## config.mk

```make
export PLATFORM = sky130hd
export DESIGN_NAME = nand_cycle_engine
export DESIGN_NICKNAME = d
export VERILOG_FILES = /design/src/rtl/nce_pkg.sv /design/src/rtl/nce_buf_ram.sv /design/src/rtl/nce_regs.sv /design/src/rtl/nce_seq.sv /design/src/rtl/nand_cycle_engine.sv
export SDC_FILE = /design/constraint.sdc
export NUM_CORES = 2
export LEC_CHECK = 0
export BUFFER_PORTS_ARGS = -buffer_cell sky130_fd_sc_hd__buf_2
export CAP_MARGIN = 20
export CORE_UTILIZATION = 25
export DETAILED_ROUTE_END_ITERATION = 16
export GPL_ROUTABILITY_DRIVEN = 0
export HOLD_SLACK_MARGIN = 0.1
export PLACE_DENSITY = 0.43
export SLEW_MARGIN = 20
export SYNTH_ARGS = -nofsm -noshare
export SYNTH_HDL_FRONTEND = slang
export SYNTH_SLANG_ARGS = --single-unit
```

## constraint.sdc

```tcl
create_clock -name clk -period 4.1 [get_ports clk]
set_input_delay 0.615 -clock clk [delete_from_list [all_inputs] [get_ports clk]]
set_output_delay 0.615 -clock clk [all_outputs]
set_load 0.02 [all_outputs]
```

## src/rtl/nce_pkg.sv

```systemverilog
package nce_pkg;

  typedef enum logic [2:0] {
    OP_NONE, OP_CMD, OP_ADDR, OP_PROG, OP_READ, OP_ID, OP_STAT
  } op_e;

  typedef enum logic [3:0] {
    S_IDLE, S_RST, S_FETCH, S_LOAD, S_WE_LO, S_WE_HI,
    S_WB, S_WAIT, S_RE_LO, S_RE_HI, S_DONE
  } state_e;

  localparam logic [2:0] REG_CMD    = 3'd0;
  localparam logic [2:0] REG_ADDR   = 3'd1;
  localparam logic [2:0] REG_BUFSEL = 3'd2;
  localparam logic [2:0] REG_TRIG   = 3'd3;
  localparam logic [2:0] REG_CFG    = 3'd4;

  localparam int DONE_BIT = 15;
  localparam int MASK_BIT = 4;
  localparam int SRST_BIT = 6;
  localparam int CE_BIT   = 7;

  // lowest set trigger bit wins
  function automatic op_e pick_op(input logic [5:0] b);
    if (b[0])      return OP_CMD;
    else if (b[1]) return OP_ADDR;
    else if (b[2]) return OP_PROG;
    else if (b[3]) return OP_READ;
    else if (b[4]) return OP_ID;
    else if (b[5]) return OP_STAT;
    else           return OP_NONE;
  endfunction

  function automatic logic [5:0] op_code(input op_e op);
    case (op)
      OP_CMD:  return 6'b000001;
      OP_ADDR: return 6'b000010;
      OP_PROG: return 6'b000100;
      OP_READ: return 6'b001000;
      OP_ID:   return 6'b010000;
      OP_STAT: return 6'b100000;
      default: return 6'b000000;
    endcase
  endfunction

endpackage

```

## src/rtl/nce_buf_ram.sv

```systemverilog
module nce_buf_ram #(
  parameter int DEPTH = 128,
  localparam int AW = $clog2(DEPTH)
) (
  input  logic          clk,
  input  logic [AW-1:0] a_addr,
  input  logic          a_we,
  input  logic [7:0]    a_wdata,
  output logic [7:0]    a_rdata,
  input  logic [AW-1:0] b_addr,
  input  logic          b_we,
  input  logic [7:0]    b_wdata,
  output logic [7:0]    b_rdata
);
  logic [7:0] mem [DEPTH];

  always_ff @(posedge clk) begin
    if (a_we) mem[a_addr] <= a_wdata;
    if (b_we) mem[b_addr] <= b_wdata;
    a_rdata <= mem[a_addr];
    b_rdata <= mem[b_addr];
  end
endmodule

```

## src/rtl/nce_regs.sv

```systemverilog
module nce_regs
  import nce_pkg::*;
(
  input  logic        clk,
  input  logic        rst,
  input  logic        wr_en,
  input  logic [2:0]  sel,
  input  logic [15:0] wdata,
  input  logic        busy,
  input  logic        done_pulse,
  input  logic        rst_done,
  input  op_e         cur_op,
  output logic [7:0]  cmd_byte,
  output logic [7:0]  addr_byte,
  output logic [2:0]  buf_sel,
  output logic [1:0]  cs_sel,
  output logic        ce_en,
  output logic        irq_mask,
  output logic        srst,
  output logic        srst_kick,
  output logic        start,
  output op_e         start_op,
  output logic        done,
  output logic        irq,
  output logic [15:0] rd_val
);
  logic [15:0] addr_q;
  logic        trig_wr, cfg_wr, done_n, mask_n;

  assign trig_wr   = wr_en && (sel == REG_TRIG);
  assign cfg_wr    = wr_en && (sel == REG_CFG);
  assign srst_kick = cfg_wr && wdata[SRST_BIT];
  assign start     = trig_wr && (|wdata[5:0]) && !busy && !srst;
  assign start_op  = pick_op(wdata[5:0]);
  assign addr_byte = addr_q[7:0];

  always_comb begin
    done_n = done;
    if (trig_wr && !wdata[DONE_BIT]) done_n = 1'b0;
    if (done_pulse) done_n = 1'b1;
    mask_n = cfg_wr ? wdata[MASK_BIT] : irq_mask;
  end

  always_ff @(posedge clk) begin
    if (rst) begin
      cmd_byte <= '0;
      addr_q   <= '0;
      buf_sel  <= '0;
      cs_sel   <= '0;
      ce_en    <= 1'b0;
      irq_mask <= 1'b0;
      srst     <= 1'b0;
      done     <= 1'b0;
      irq      <= 1'b0;
    end else begin
      if (wr_en && sel == REG_CMD)  cmd_byte <= wdata[7:0];
      if (wr_en && sel == REG_ADDR) addr_q   <= wdata;
      if (wr_en && sel == REG_BUFSEL) begin
        buf_sel <= wdata[2:0];
        cs_sel  <= wdata[6:5];
      end
      if (rst_done) srst <= 1'b0;
      if (cfg_wr) begin
        ce_en    <= wdata[CE_BIT];
        irq_mask <= wdata[MASK_BIT];
        if (wdata[SRST_BIT]) srst <= 1'b1;
      end
      done <= done_n;
      irq  <= done_n && !mask_n;
    end
  end

  always_comb begin
    case (sel)
      REG_CMD:    rd_val = {8'h00, cmd_byte};
      REG_ADDR:   rd_val = addr_q;
      REG_BUFSEL: rd_val = {9'h000, cs_sel, 2'b00, buf_sel};
      REG_TRIG:   rd_val = {done, 9'h000, op_code(cur_op)};
      REG_CFG:    rd_val = {8'h00, ce_en, srst, 1'b0, irq_mask, 4'h0};
      default:    rd_val = 16'h0000;
    endcase
  end
endmodule

```

## src/rtl/nce_seq.sv

```systemverilog
module nce_seq
  import nce_pkg::*;
#(
  parameter int PAGE_LEN  = 16,
  parameter int ID_LEN    = 4,
  parameter int BSW       = 3,
  parameter int LOW_W     = 2,
  parameter int HIGH_W    = 2,
  parameter int WB_CYC    = 4,
  parameter int RESET_CYC = 16,
  localparam int IDX_W = $clog2(PAGE_LEN),
  localparam int RAW   = BSW + IDX_W
) (
  input  logic           clk,
  input  logic           rst,
  input  logic           start,
  input  op_e            start_op,
  input  logic           srst_kick,
  input  logic [7:0]     cmd_byte,
  input  logic [7:0]     addr_byte,
  input  logic [BSW-1:0] buf_sel,
  input  logic           rb_n,
  input  logic [7:0]     dq_i,
  input  logic [7:0]     ram_rdata,
  output logic [RAW-1:0] ram_addr,
  output logic           ram_we,
  output logic [7:0]     ram_wdata,
  output logic           cle,
  output logic           ale,
  output logic           we_n,
  output logic           re_n,
  output logic [7:0]     dq_o,
  output logic           dq_oe,
  output logic           busy,
  output op_e            cur_op,
  output logic           done_pulse,
  output logic           rst_done
);
  localparam int CMAX = (RESET_CYC > WB_CYC) ?
                        ((RESET_CYC > LOW_W) ? ((RESET_CYC > HIGH_W) ? RESET_CYC : HIGH_W)
                                             : ((LOW_W > HIGH_W) ? LOW_W : HIGH_W)) :
                        ((WB_CYC > LOW_W) ? ((WB_CYC > HIGH_W) ? WB_CYC : HIGH_W)
                                          : ((LOW_W > HIGH_W) ? LOW_W : HIGH_W));
  localparam int CW = $clog2(CMAX + 1);
  localparam logic [CW-1:0]    LOW_LAST  = CW'(LOW_W - 1);
  localparam logic [CW-1:0]    HIGH_LAST = CW'(HIGH_W - 1);
  localparam logic [CW-1:0]    WB_LAST   = CW'(WB_CYC - 1);
  localparam logic [CW-1:0]    RST_LAST  = CW'(RESET_CYC - 1);
  localparam logic [IDX_W-1:0] PAGE_LAST = IDX_W'(PAGE_LEN - 1);
  localparam logic [IDX_W-1:0] ID_LAST   = IDX_W'(ID_LEN - 1);

  state_e           state;
  logic [CW-1:0]    cnt;
  logic [IDX_W-1:0] idx, last_idx;
  logic [1:0]       rb_s;

  always_comb begin
    case (cur_op)
      OP_READ: last_idx = PAGE_LAST;
      OP_ID:   last_idx = ID_LAST;
      default: last_idx = '0;
    endcase
  end

  assign ram_addr   = {buf_sel, idx};
  assign ram_we     = (state == S_RE_LO) && (cnt == LOW_LAST) && !srst_kick;
  assign ram_wdata  = dq_i;
  assign busy       = (state != S_IDLE);
  assign done_pulse = (state == S_DONE);
  assign rst_done   = (state == S_RST) && (cnt == RST_LAST);

  always_ff @(posedge clk) begin
    if (rst) begin
      state  <= S_IDLE;
      cur_op <= OP_NONE;
      cnt    <= '0;
      idx    <= '0;
      cle    <= 1'b0;
      ale    <= 1'b0;
      we_n   <= 1'b1;
      re_n   <= 1'b1;
      dq_o   <= '0;
      dq_oe  <= 1'b0;
      rb_s   <= 2'b00;
    end else begin
      rb_s <= {rb_s[0], rb_n};
      if (srst_kick) begin
        state  <= S_RST;
        cur_op <= OP_NONE;
        cnt    <= '0;
        cle    <= 1'b0;
        ale    <= 1'b0;
        we_n   <= 1'b1;
        re_n   <= 1'b1;
        dq_oe  <= 1'b0;
      end else begin
        case (state)
          S_IDLE: if (start) begin
            cur_op <= start_op;
            cnt    <= '0;
            idx    <= '0;
            case (start_op)
              OP_CMD: begin
                cle <= 1'b1; dq_o <= cmd_byte; dq_oe <= 1'b1; we_n <= 1'b0; state <= S_WE_LO;
              end
              OP_ADDR: begin
                ale <= 1'b1; dq_o <= addr_byte; dq_oe <= 1'b1; we_n <= 1'b0; state <= S_WE_LO;
              end
              OP_PROG: state <= S_FETCH;
              OP_READ: state <= S_WB;
              default: begin
                re_n <= 1'b0; state <= S_RE_LO;
              end
            endcase
          end
          S_RST: begin
            if (cnt == RST_LAST) begin
              state <= S_IDLE; cnt <= '0;
            end else cnt <= cnt + 1'b1;
          end
          S_FETCH: state <= S_LOAD;
          S_LOAD: begin
            dq_o <= ram_rdata; dq_oe <= 1'b1; we_n <= 1'b0; state <= S_WE_LO;
          end
          S_WE_LO: begin
            if (cnt == LOW_LAST) begin
              we_n <= 1'b1; cnt <= '0; state <= S_WE_HI;
            end else cnt <= cnt + 1'b1;
          end
          S_WE_HI: begin
            if (cnt == HIGH_LAST) begin
              cnt   <= '0;
              cle   <= 1'b0;
              ale   <= 1'b0;
              dq_oe <= 1'b0;
              if (cur_op == OP_PROG && idx != PAGE_LAST) begin
                idx <= idx + 1'b1; state <= S_FETCH;
              end else if (cur_op == OP_PROG) state <= S_WB;
              else state <= S_DONE;
            end else cnt <= cnt + 1'b1;
          end
          S_WB: begin
            if (cnt == WB_LAST) begin
              cnt <= '0; state <= S_WAIT;
            end else cnt <= cnt + 1'b1;
          end
          S_WAIT: if (rb_s[1]) begin
            if (cur_op == OP_READ) begin
              idx <= '0; re_n <= 1'b0; state <= S_RE_LO;
            end else state <= S_DONE;
          end
          S_RE_LO: begin
            if (cnt == LOW_LAST) begin
              re_n <= 1'b1; cnt <= '0; state <= S_RE_HI;
            end else cnt <= cnt + 1'b1;
          end
          S_RE_HI: begin
            if (cnt == HIGH_LAST) begin
              cnt <= '0;
              if (idx == last_idx) state <= S_DONE;
              else begin
                idx <= idx + 1'b1; re_n <= 1'b0; state <= S_RE_LO;
              end
            end else cnt <= cnt + 1'b1;
          end
          S_DONE: begin
            state <= S_IDLE; cur_op <= OP_NONE;
          end
          default: state <= S_IDLE;
        endcase
      end
    end
  end
endmodule

```

## src/rtl/nand_cycle_engine.sv

```systemverilog
module nand_cycle_engine
  import nce_pkg::*;
#(
  parameter int BUF_COUNT = 8,
  parameter int PAGE_LEN  = 16,
  parameter int ID_LEN    = 4,
  parameter int LOW_W     = 2,
  parameter int HIGH_W    = 2,
  parameter int WB_CYC    = 4,
  parameter int RESET_CYC = 16,
  localparam int BSW       = $clog2(BUF_COUNT),
  localparam int IDX_W     = $clog2(PAGE_LEN),
  localparam int RAM_DEPTH = BUF_COUNT * PAGE_LEN,
  localparam int RAW       = BSW + IDX_W,
  localparam int HAW       = RAW + 1
) (
  input  logic           clk,
  input  logic           rst,
  input  logic [HAW-1:0] hst_addr,
  input  logic           hst_wr,
  input  logic           hst_rd,
  input  logic [15:0]    hst_wdata,
  output logic [15:0]    hst_rdata,
  output logic           irq,
  output logic [3:0]     fl_ce_n,
  output logic           fl_cle,
  output logic           fl_ale,
  output logic           fl_we_n,
  output logic           fl_re_n,
  output logic [7:0]     fl_dq_o,
  output logic           fl_dq_oe,
  input  logic [7:0]     fl_dq_i,
  input  logic           fl_rb_n
);
  logic           buf_region, reg_wr;
  logic [7:0]     cmd_byte, addr_byte, ram_a_rdata, ram_b_rdata, ram_b_wdata;
  logic [2:0]     buf_sel;
  logic [1:0]     cs_sel;
  logic           ce_en, irq_mask, srst, srst_kick, start, done_w;
  logic           busy, done_pulse, rst_done, ram_b_we;
  logic [RAW-1:0] ram_b_addr;
  logic [15:0]    reg_rd_val, reg_rd_q;
  logic           rd_buf_q;
  op_e            start_op, cur_op;

  assign buf_region = hst_addr[HAW-1];
  assign reg_wr     = hst_wr && !buf_region;

  nce_regs u_regs (
    .clk(clk), .rst(rst), .wr_en(reg_wr), .sel(hst_addr[2:0]), .wdata(hst_wdata),
    .busy(busy), .done_pulse(done_pulse), .rst_done(rst_done), .cur_op(cur_op),
    .cmd_byte(cmd_byte), .addr_byte(addr_byte), .buf_sel(buf_sel), .cs_sel(cs_sel),
    .ce_en(ce_en), .irq_mask(irq_mask), .srst(srst), .srst_kick(srst_kick),
    .start(start), .start_op(start_op), .done(done_w), .irq(irq), .rd_val(reg_rd_val)
  );

  nce_seq #(
    .PAGE_LEN(PAGE_LEN), .ID_LEN(ID_LEN), .BSW(BSW), .LOW_W(LOW_W),
    .HIGH_W(HIGH_W), .WB_CYC(WB_CYC), .RESET_CYC(RESET_CYC)
  ) u_seq (
    .clk(clk), .rst(rst), .start(start), .start_op(start_op), .srst_kick(srst_kick),
    .cmd_byte(cmd_byte), .addr_byte(addr_byte), .buf_sel(buf_sel[BSW-1:0]),
    .rb_n(fl_rb_n), .dq_i(fl_dq_i), .ram_rdata(ram_b_rdata), .ram_addr(ram_b_addr),
    .ram_we(ram_b_we), .ram_wdata(ram_b_wdata), .cle(fl_cle), .ale(fl_ale),
    .we_n(fl_we_n), .re_n(fl_re_n), .dq_o(fl_dq_o), .dq_oe(fl_dq_oe), .busy(busy),
    .cur_op(cur_op), .done_pulse(done_pulse), .rst_done(rst_done)
  );

  nce_buf_ram #(.DEPTH(RAM_DEPTH)) u_ram (
    .clk(clk),
    .a_addr(hst_addr[RAW-1:0]), .a_we(hst_wr && buf_region), .a_wdata(hst_wdata[7:0]),
    .a_rdata(ram_a_rdata),
    .b_addr(ram_b_addr), .b_we(ram_b_we), .b_wdata(ram_b_wdata), .b_rdata(ram_b_rdata)
  );

  always_ff @(posedge clk) begin
    if (rst) begin
      reg_rd_q <= '0;
      rd_buf_q <= 1'b0;
      fl_ce_n  <= 4'hF;
    end else begin
      if (hst_rd) begin
        reg_rd_q <= reg_rd_val;
        rd_buf_q <= buf_region;
      end
      fl_ce_n <= ce_en ? ~(4'b0001 << cs_sel) : 4'hF;
    end
  end

  assign hst_rdata = rd_buf_q ? {8'h00, ram_a_rdata} : reg_rd_q;
endmodule

```

# Word-level counts from Yosys, hierarchy flattened
# Memory sizes are Yosys's and may differ from the RTL's. A register that Yosys moved wholly into a read port is not among the register bits.
# Index checks and enable logic that the tools add are counted.
[totals]
word_cells = 209
regBits = 86
ramBits = 1024
memories = 1
out_inout_bits = 34
[memory_table]
columns = ["name", "depth", "width", "read_ports", "rd_clocked_by_memory_dff", "wr", "line", "rtl"]
rows = [
  ["u_ram.mem", 128, 8, 2, 2, 2, "nce_buf_ram.sv:15", "logic [7:0] mem [DEPTH];"],
]
[classes]
n_eq_ne = 53
reduce_logical = 51
mux = 74
shift = 1
add_sub_neg = 2
bitwise_logic = 3
[ops]
columns = ["cell", "count"]
rows = [
  ["one-hot mux 16 bit (5 select lines)", 1],
  ["2-to-1 mux 4 bit", 17],
  ["one-hot mux 4 bit (10 select lines)", 1],
  ["one-hot mux 6 bit (6 select lines)", 1],
  ["one-hot mux 8 bit (2 select lines)", 2],
  ["2-to-1 mux 1 bit", 27],
  ["AND reduction 8 bit", 3],
  ["2-to-1 mux 3 bit", 7],
  ["2-to-1 mux 5 bit", 4],
  ["one-hot mux 5 bit (4 select lines)", 1],
  ["AND reduction 4 bit", 5],
  ["== test 3 x 2 -> 1 bit (second input constant)", 6],
  ["!= test 2 bit (second input constant)", 9],
  ["logical AND 1 bit", 17],
  ["== test 4 x 3 -> 1 bit (second input constant)", 4],
  ["2-to-1 mux 16 bit", 1],
  ["one-hot mux 4 bit (4 select lines)", 1],
  ["nonzero test 4 bit", 4],
  ["== test 3 bit (second input constant)", 5],
  ["!= test 3 x 1 -> 1 bit (second input constant)", 5],
  ["== test 4 bit (second input constant)", 3],
  ["!= test 2 x 1 -> 1 bit (second input constant)", 6],
  ["one-hot mux 4 bit (3 select lines)", 1],
  ["== test 3 x 1 -> 1 bit (second input constant)", 3],
  ["31 further kinds", 50],
]

# Longest topological paths before layout
[depth]
word_depth = 12
depth_mapped = 12
ltp_nobuf = 9

# By module
# Synthesis repeated with hierarchy kept, for this count alone.
[hier_totals]
hier_cells = 5570
area_unflattened_um2 = 67254.5
[by_module_without_submodules]
columns = ["mod", "area_per_inst_um2", "n_inst", "seq_area_each_um2", "cells_each"]
rows = [
  ["nce_buf_ram", 62379.8, 1, 31069.8, 5003],
  ["nce_seq", 2197.1, 1, 620.6, 273],
  ["nce_regs", 1741.7, 1, 680.7, 210],
  ["nand_cycle_engine", 935.9, 1, 420.4, 84],
]

# Least setup slack after synthesis
# No wires, ideal clock.
[synth_path]
path_type = "input-to-reg"
startpoint = "input hst_addr[1]"
endpoint = "memory u_ram.mem[104][0] (enable)"
setup_time_ns = 0.376
n_path_buf = 6
setup_slack_ns = 0.930
t_arrival_ns = 2.793
t_required_ns = 3.724
cell_stages = 9
cell_sequence = "buf_2 > buf_2 > buf_2 > buf_2 > buf_2 > nor3_2 > nand2_1 > clkbuf_1 > o22ai_1"
[synth_lines]
columns = ["element", "line", "rtl"]
rows = [
  ["start: declaration", "nand_cycle_engine.sv:19", "input logic [HAW-1:0] hst_addr,"],
  ["end: declaration", "nce_buf_ram.sv:15", ""],
]

==> qor.csv <==
stage,metric,value,unit
timing,Final min period,3.68,ns
cts,clk sinks,1126,
setup_path,Setup Crit Path Kind,reg -> reg,
timing,RSZ-0062 raised after global routing,no,
setup_path,Worst setup startpoint,u_seq.idx[2]$_SDFFE_PP0P_,
yosys,"top cells by area, synth","edfxtp_1 (46%), mux2_2 (18%), mux4_2 (14%), mux2i_1 (4.3%), dfxtp_1 (3.0%)",
setup_path,Max stage delay on crit path,0.93,ns
drt,via count,47200,
cells_and_area,Layout area overhead,16.3,%
power_and_ir_drop,peak supply drop,328,uV
yosys,Post-synth EDFFs,1024,
timing,Pins Over Slew Limit,0,
timing,Layout Skew,0.0279,ns
power_and_ir_drop,combinational share of power,0.101,
setup_path,worst path cell trace,"buf_12, buf_4, mux4_2, mux4_2, mux4_2, mux2_2",
setup_path,worst-path fanout max,40,
yosys,#FFs+latches synth,1126,
timing,Final TNS setup,0,ns
yosys,sequential area share after synthesis,0.486,
job,Max Cap Viol,0,
cts,setup bufs post-CTS,0,
setup_path,"setup slack, reg-to-reg",0.42,ns
yosys,"area leader, netlist",edfxtp_1,
global_routing,first-pass GRT wire length,410000,um
yosys,Mapped Cells,4759,
cells_and_area,layout cell share with drive strength beyond 1,0.468,
cells_and_area,final-stage net count,4891,
setup_path,Crit. End Element,flop,
hold_path,Hold Crit Start,hst_wr,
setup_path,Reg2Reg Launch Point,u_seq.idx[2]$_SDFFE_PP0P_,
setup_path,critical path startpoint category,flop,
yosys,Synth Net Count,4801,
yosys,most frequent cell after synthesis,mux2_2,
hold_path,hold endpoint,u_regs.addr_q[7]$_SDFFE_PP0P_,
timing,# setup viols final,0,
global_routing,GRT Overall Usage,0.217,
timing,worst slew pin tran,1.15,ns
yosys,syn avg cell area,14.2,um2
cts,clock-pin slew on the worst setup and hold paths,0.06,ns
floorplan,Rows,190,
yosys,"Primary FF master, synth",edfxtp_1,
placed_design,DPL Wire Length,204000,um
power_and_ir_drop,overall power,27.9,mW
setup_path,r2r worst-path depth,6,
floorplan,core footprint,0.268,mm2
global_routing,initial antenna violation count,20,
floorplan,starting density of the core,0.252,
power_and_ir_drop,sequential power share,0.454,
global_routing,pin count of the biggest net entering global routing,138,
setup_path,Critical Path RT,4.79,ns
drt,Post-DRT Antenna Nets,0,
hold_path,Hold Crit Depth,5,
cts,worst skew pair latency,0.84,ns
power_and_ir_drop,Switching Fraction,0.262,
global_routing,global-route congestion overflow total,0,
yosys,synthesized area,0.0675,mm2
drt,1st-pass router iterations,6,
timing,Slew headroom,0.235,
drt,DR iter-0 viols,5587,
power_and_ir_drop,P_sw,7.32,mW
drt,Routed Wire Length,300000,um
yosys,fraction of post-synthesis cell area in the top cell type by area,0.455,
cts,# H-tree levels,4,
floorplan,Top Ports,71,
drt,vias per std cell,5.54,
run_status,status,finished clean,
global_routing,vias in the first global route,46200,
drt,DR DRC count,0,
setup_path,CP max-delay cell,dfxtp_4,
power_and_ir_drop,Cell Int Power,20.6,mW
setup_path,reg2reg end,u_ram.b_rdata[7]$_DFF_P_,
timing,Final Hold Viols,0,
cts,CTS max path bufs,3,
yosys,Synth cell types,87,
floorplan,Die X,522,um
timing,fmax,272,MHz
setup_path,"Arr. time, crit path",4.37,ns
yosys,Syn. warnings,0,
placed_design,PortBufs,70,
cts,Root Driver,clkbuf_16,
hold_path,Worst Hold Class,in -> reg,
power_and_ir_drop,Power Density,355,mW/mm2
setup_path,most frequent CP cell,mux4_2,
yosys,"top cells by count, synth","mux2_2 (1055), edfxtp_1 (1024), mux4_2 (417)",
floorplan,full die area,0.272,mm2
cts,CTS Buf Count,138,
power_and_ir_drop,clock power share,0.445,
timing,Tcrit/Tclk final,0.896,
drt,WL/cell,35.2,um
power_and_ir_drop,Leak Pwr,25.0,nW
yosys,ys async rst share,0,
cts,TritonCTS clock tree,yes,
floorplan,Die Height,522,um
cell type report:
cell class / count / area (um2)
antenna: 12 / 30.0
fill: 27100 / 190000
multi-input combinational: 3084 / 32500
clock buffer: 178 / 3700
clock inverter: 70 / 773
tap: 3552 / 4440
inverter: 17 / 66.3
timing repair buffer: 482 / 4170
sequential: 1126 / 32800
kinds of logic (layout without fill, tap and decap cells):
family,after synthesis,count (layout),share of synthesized area
adder cells (fa/ha/maj),5,5,0.000926
buffers and inverters,549,747,0.0342
multiplexers,1761,1761,0.358
other,0,12,0
AND/OR/NAND/NOR,712,712,0.0632
XOR/XNOR,2,2,0.000259
flip-flops,1126,1126,0.486
AO/OA/AOI/OAI,604,604,0.0579
layout by cell type (no fill, tap or decap), types with 10 or more instances in the layout:
master | Yosys | layout
and2_1 | 14 | 13
buf_2 | 95 | 51
o22ai_1 | 225 | 223
dfxtp_1 | 102 | 99
mux2_2 | 1055 | 1055
buf_4 | 27 | 364
or2_2 | 11 | 11
nor2_1 | 109 | 108
nand3_1 | 86 | 85
mux2i_1 | 289 | 289
nor2b_1 | 40 | 39
clkinv_1 | 0 | 21
nand2_1 | 203 | 202
clkinv_2 | 0 | 21
edfxtp_1 | 1024 | 1024
mux4_2 | 417 | 417
nor2_4 | 38 | 38
nor2_2 | 64 | 65
nor2_8 | 26 | 26
inv_1 | 16 | 14
o21ai_0 | 59 | 59
dlygate4sd3_1 | 0 | 10
clkbuf_16 | 0 | 140
nand4_1 | 10 | 10
a22oi_1 | 33 | 33
nand2b_1 | 30 | 30
buf_12 | 0 | 49
o221ai_1 | 25 | 25
clkbuf_1 | 375 | 33
diode_2 | 0 | 12
a21oi_1 | 141 | 141
o2bb2ai_1 | 15 | 15
per-stage QoR:
stage	cell area (um2)	utilization	instances	setup slack (ns)	hold slack (ns)
2_1_floorplan	67500	-	4759	0.930	0.402
3_3_place_gp	73900	0.276	8251	0.321	0.445
3_5_place_dp	73900	0.276	8251	0.260	0.426
4_1_cts	78500	0.293	8509	0.525	0.202
5_1_grt	78500	0.293	8511	0.398	0.253
6_report	78500	0.293	8521	0.425	0.254
state kept, by name (all words and copies together) (netlist names), 2 cells and up:
signal / flops
u_regs.buf_sel: 3
u_ram.mem: 1024
u_seq.cur_op: 3
u_regs.addr_q: 16
u_seq.rb_s: 2
u_ram.b_rdata: 8
u_regs.cmd_byte: 8
u_seq.dq_o: 8
u_seq.cnt: 5
u_seq.state: 4
u_regs.cs_sel: 2
u_seq.idx: 4
u_ram.a_rdata: 8
fl_ce_n: 4
reg_rd_q: 16
power by group through the flow:
| stage | Clock, mW | Combinational [mW] | Sequential, mW |
|---|---|---|---|
| CTS | 12.6 | 2.78 | 12.7 |
| finish | 12.4 | 2.82 | 12.7 |
| detailed placement | 0 | 2.77 | 12.9 |
| floorplan | 0 | 1.63 | 12.9 |
| global placement | 0 | 2.75 | 12.9 |
| global route | 13.0 | 2.93 | 12.7 |
worst max-delay path by stage:
stage	to	slack, ns	cells after the start
2_1_floorplan	u_ram.mem[104][0]$_DFFE_PP_	0.93	9
3_3_place_gp	u_ram.a_rdata[0]$_DFF_P_	0.32	9
3_5_place_dp	u_ram.a_rdata[0]$_DFF_P_	0.26	9
4_1_cts	u_ram.b_rdata[7]$_DFF_P_	0.52	5
5_1_grt	u_ram.mem[102][7]$_DFFE_PP_	0.40	7
6_report	u_ram.b_rdata[7]$_DFF_P_	0.42	6
worst max-delay path, delay by kind of cell (launching register included):
kind / cells / cell delay, ns
DFF: 1 / 0.93
muxes: 4 / 1.80
buffers and inverters: 2 / 0.61
layer usage:
| metal | part of all wire | wire, um | GRT usage | vias up |
|---|---|---|---|---|
| met1 | 0.43 | 129000 | 0.297 | 25300 |
| li1 | - | - | - | 19200 |
| met3 | 0.073 | 21900 | 0.0382 | 447 |
| met2 | 0.45 | 135000 | 0.334 | 2263 |
| met4 | 0.047 | 14000 | 0.0953 | 2 |
| met5 | 0.000023 | 7 | 0 | - |
what timing repair did:
| item | 4_1_cts | 5_1_grt |
|---|---|---|
| gates resized for setup | 0 | 0 |
| endpoints found under the hold margin | 10 | 0 |
| hold buffers | 10 | 0 |
Power figures use the tool's default switching activity.
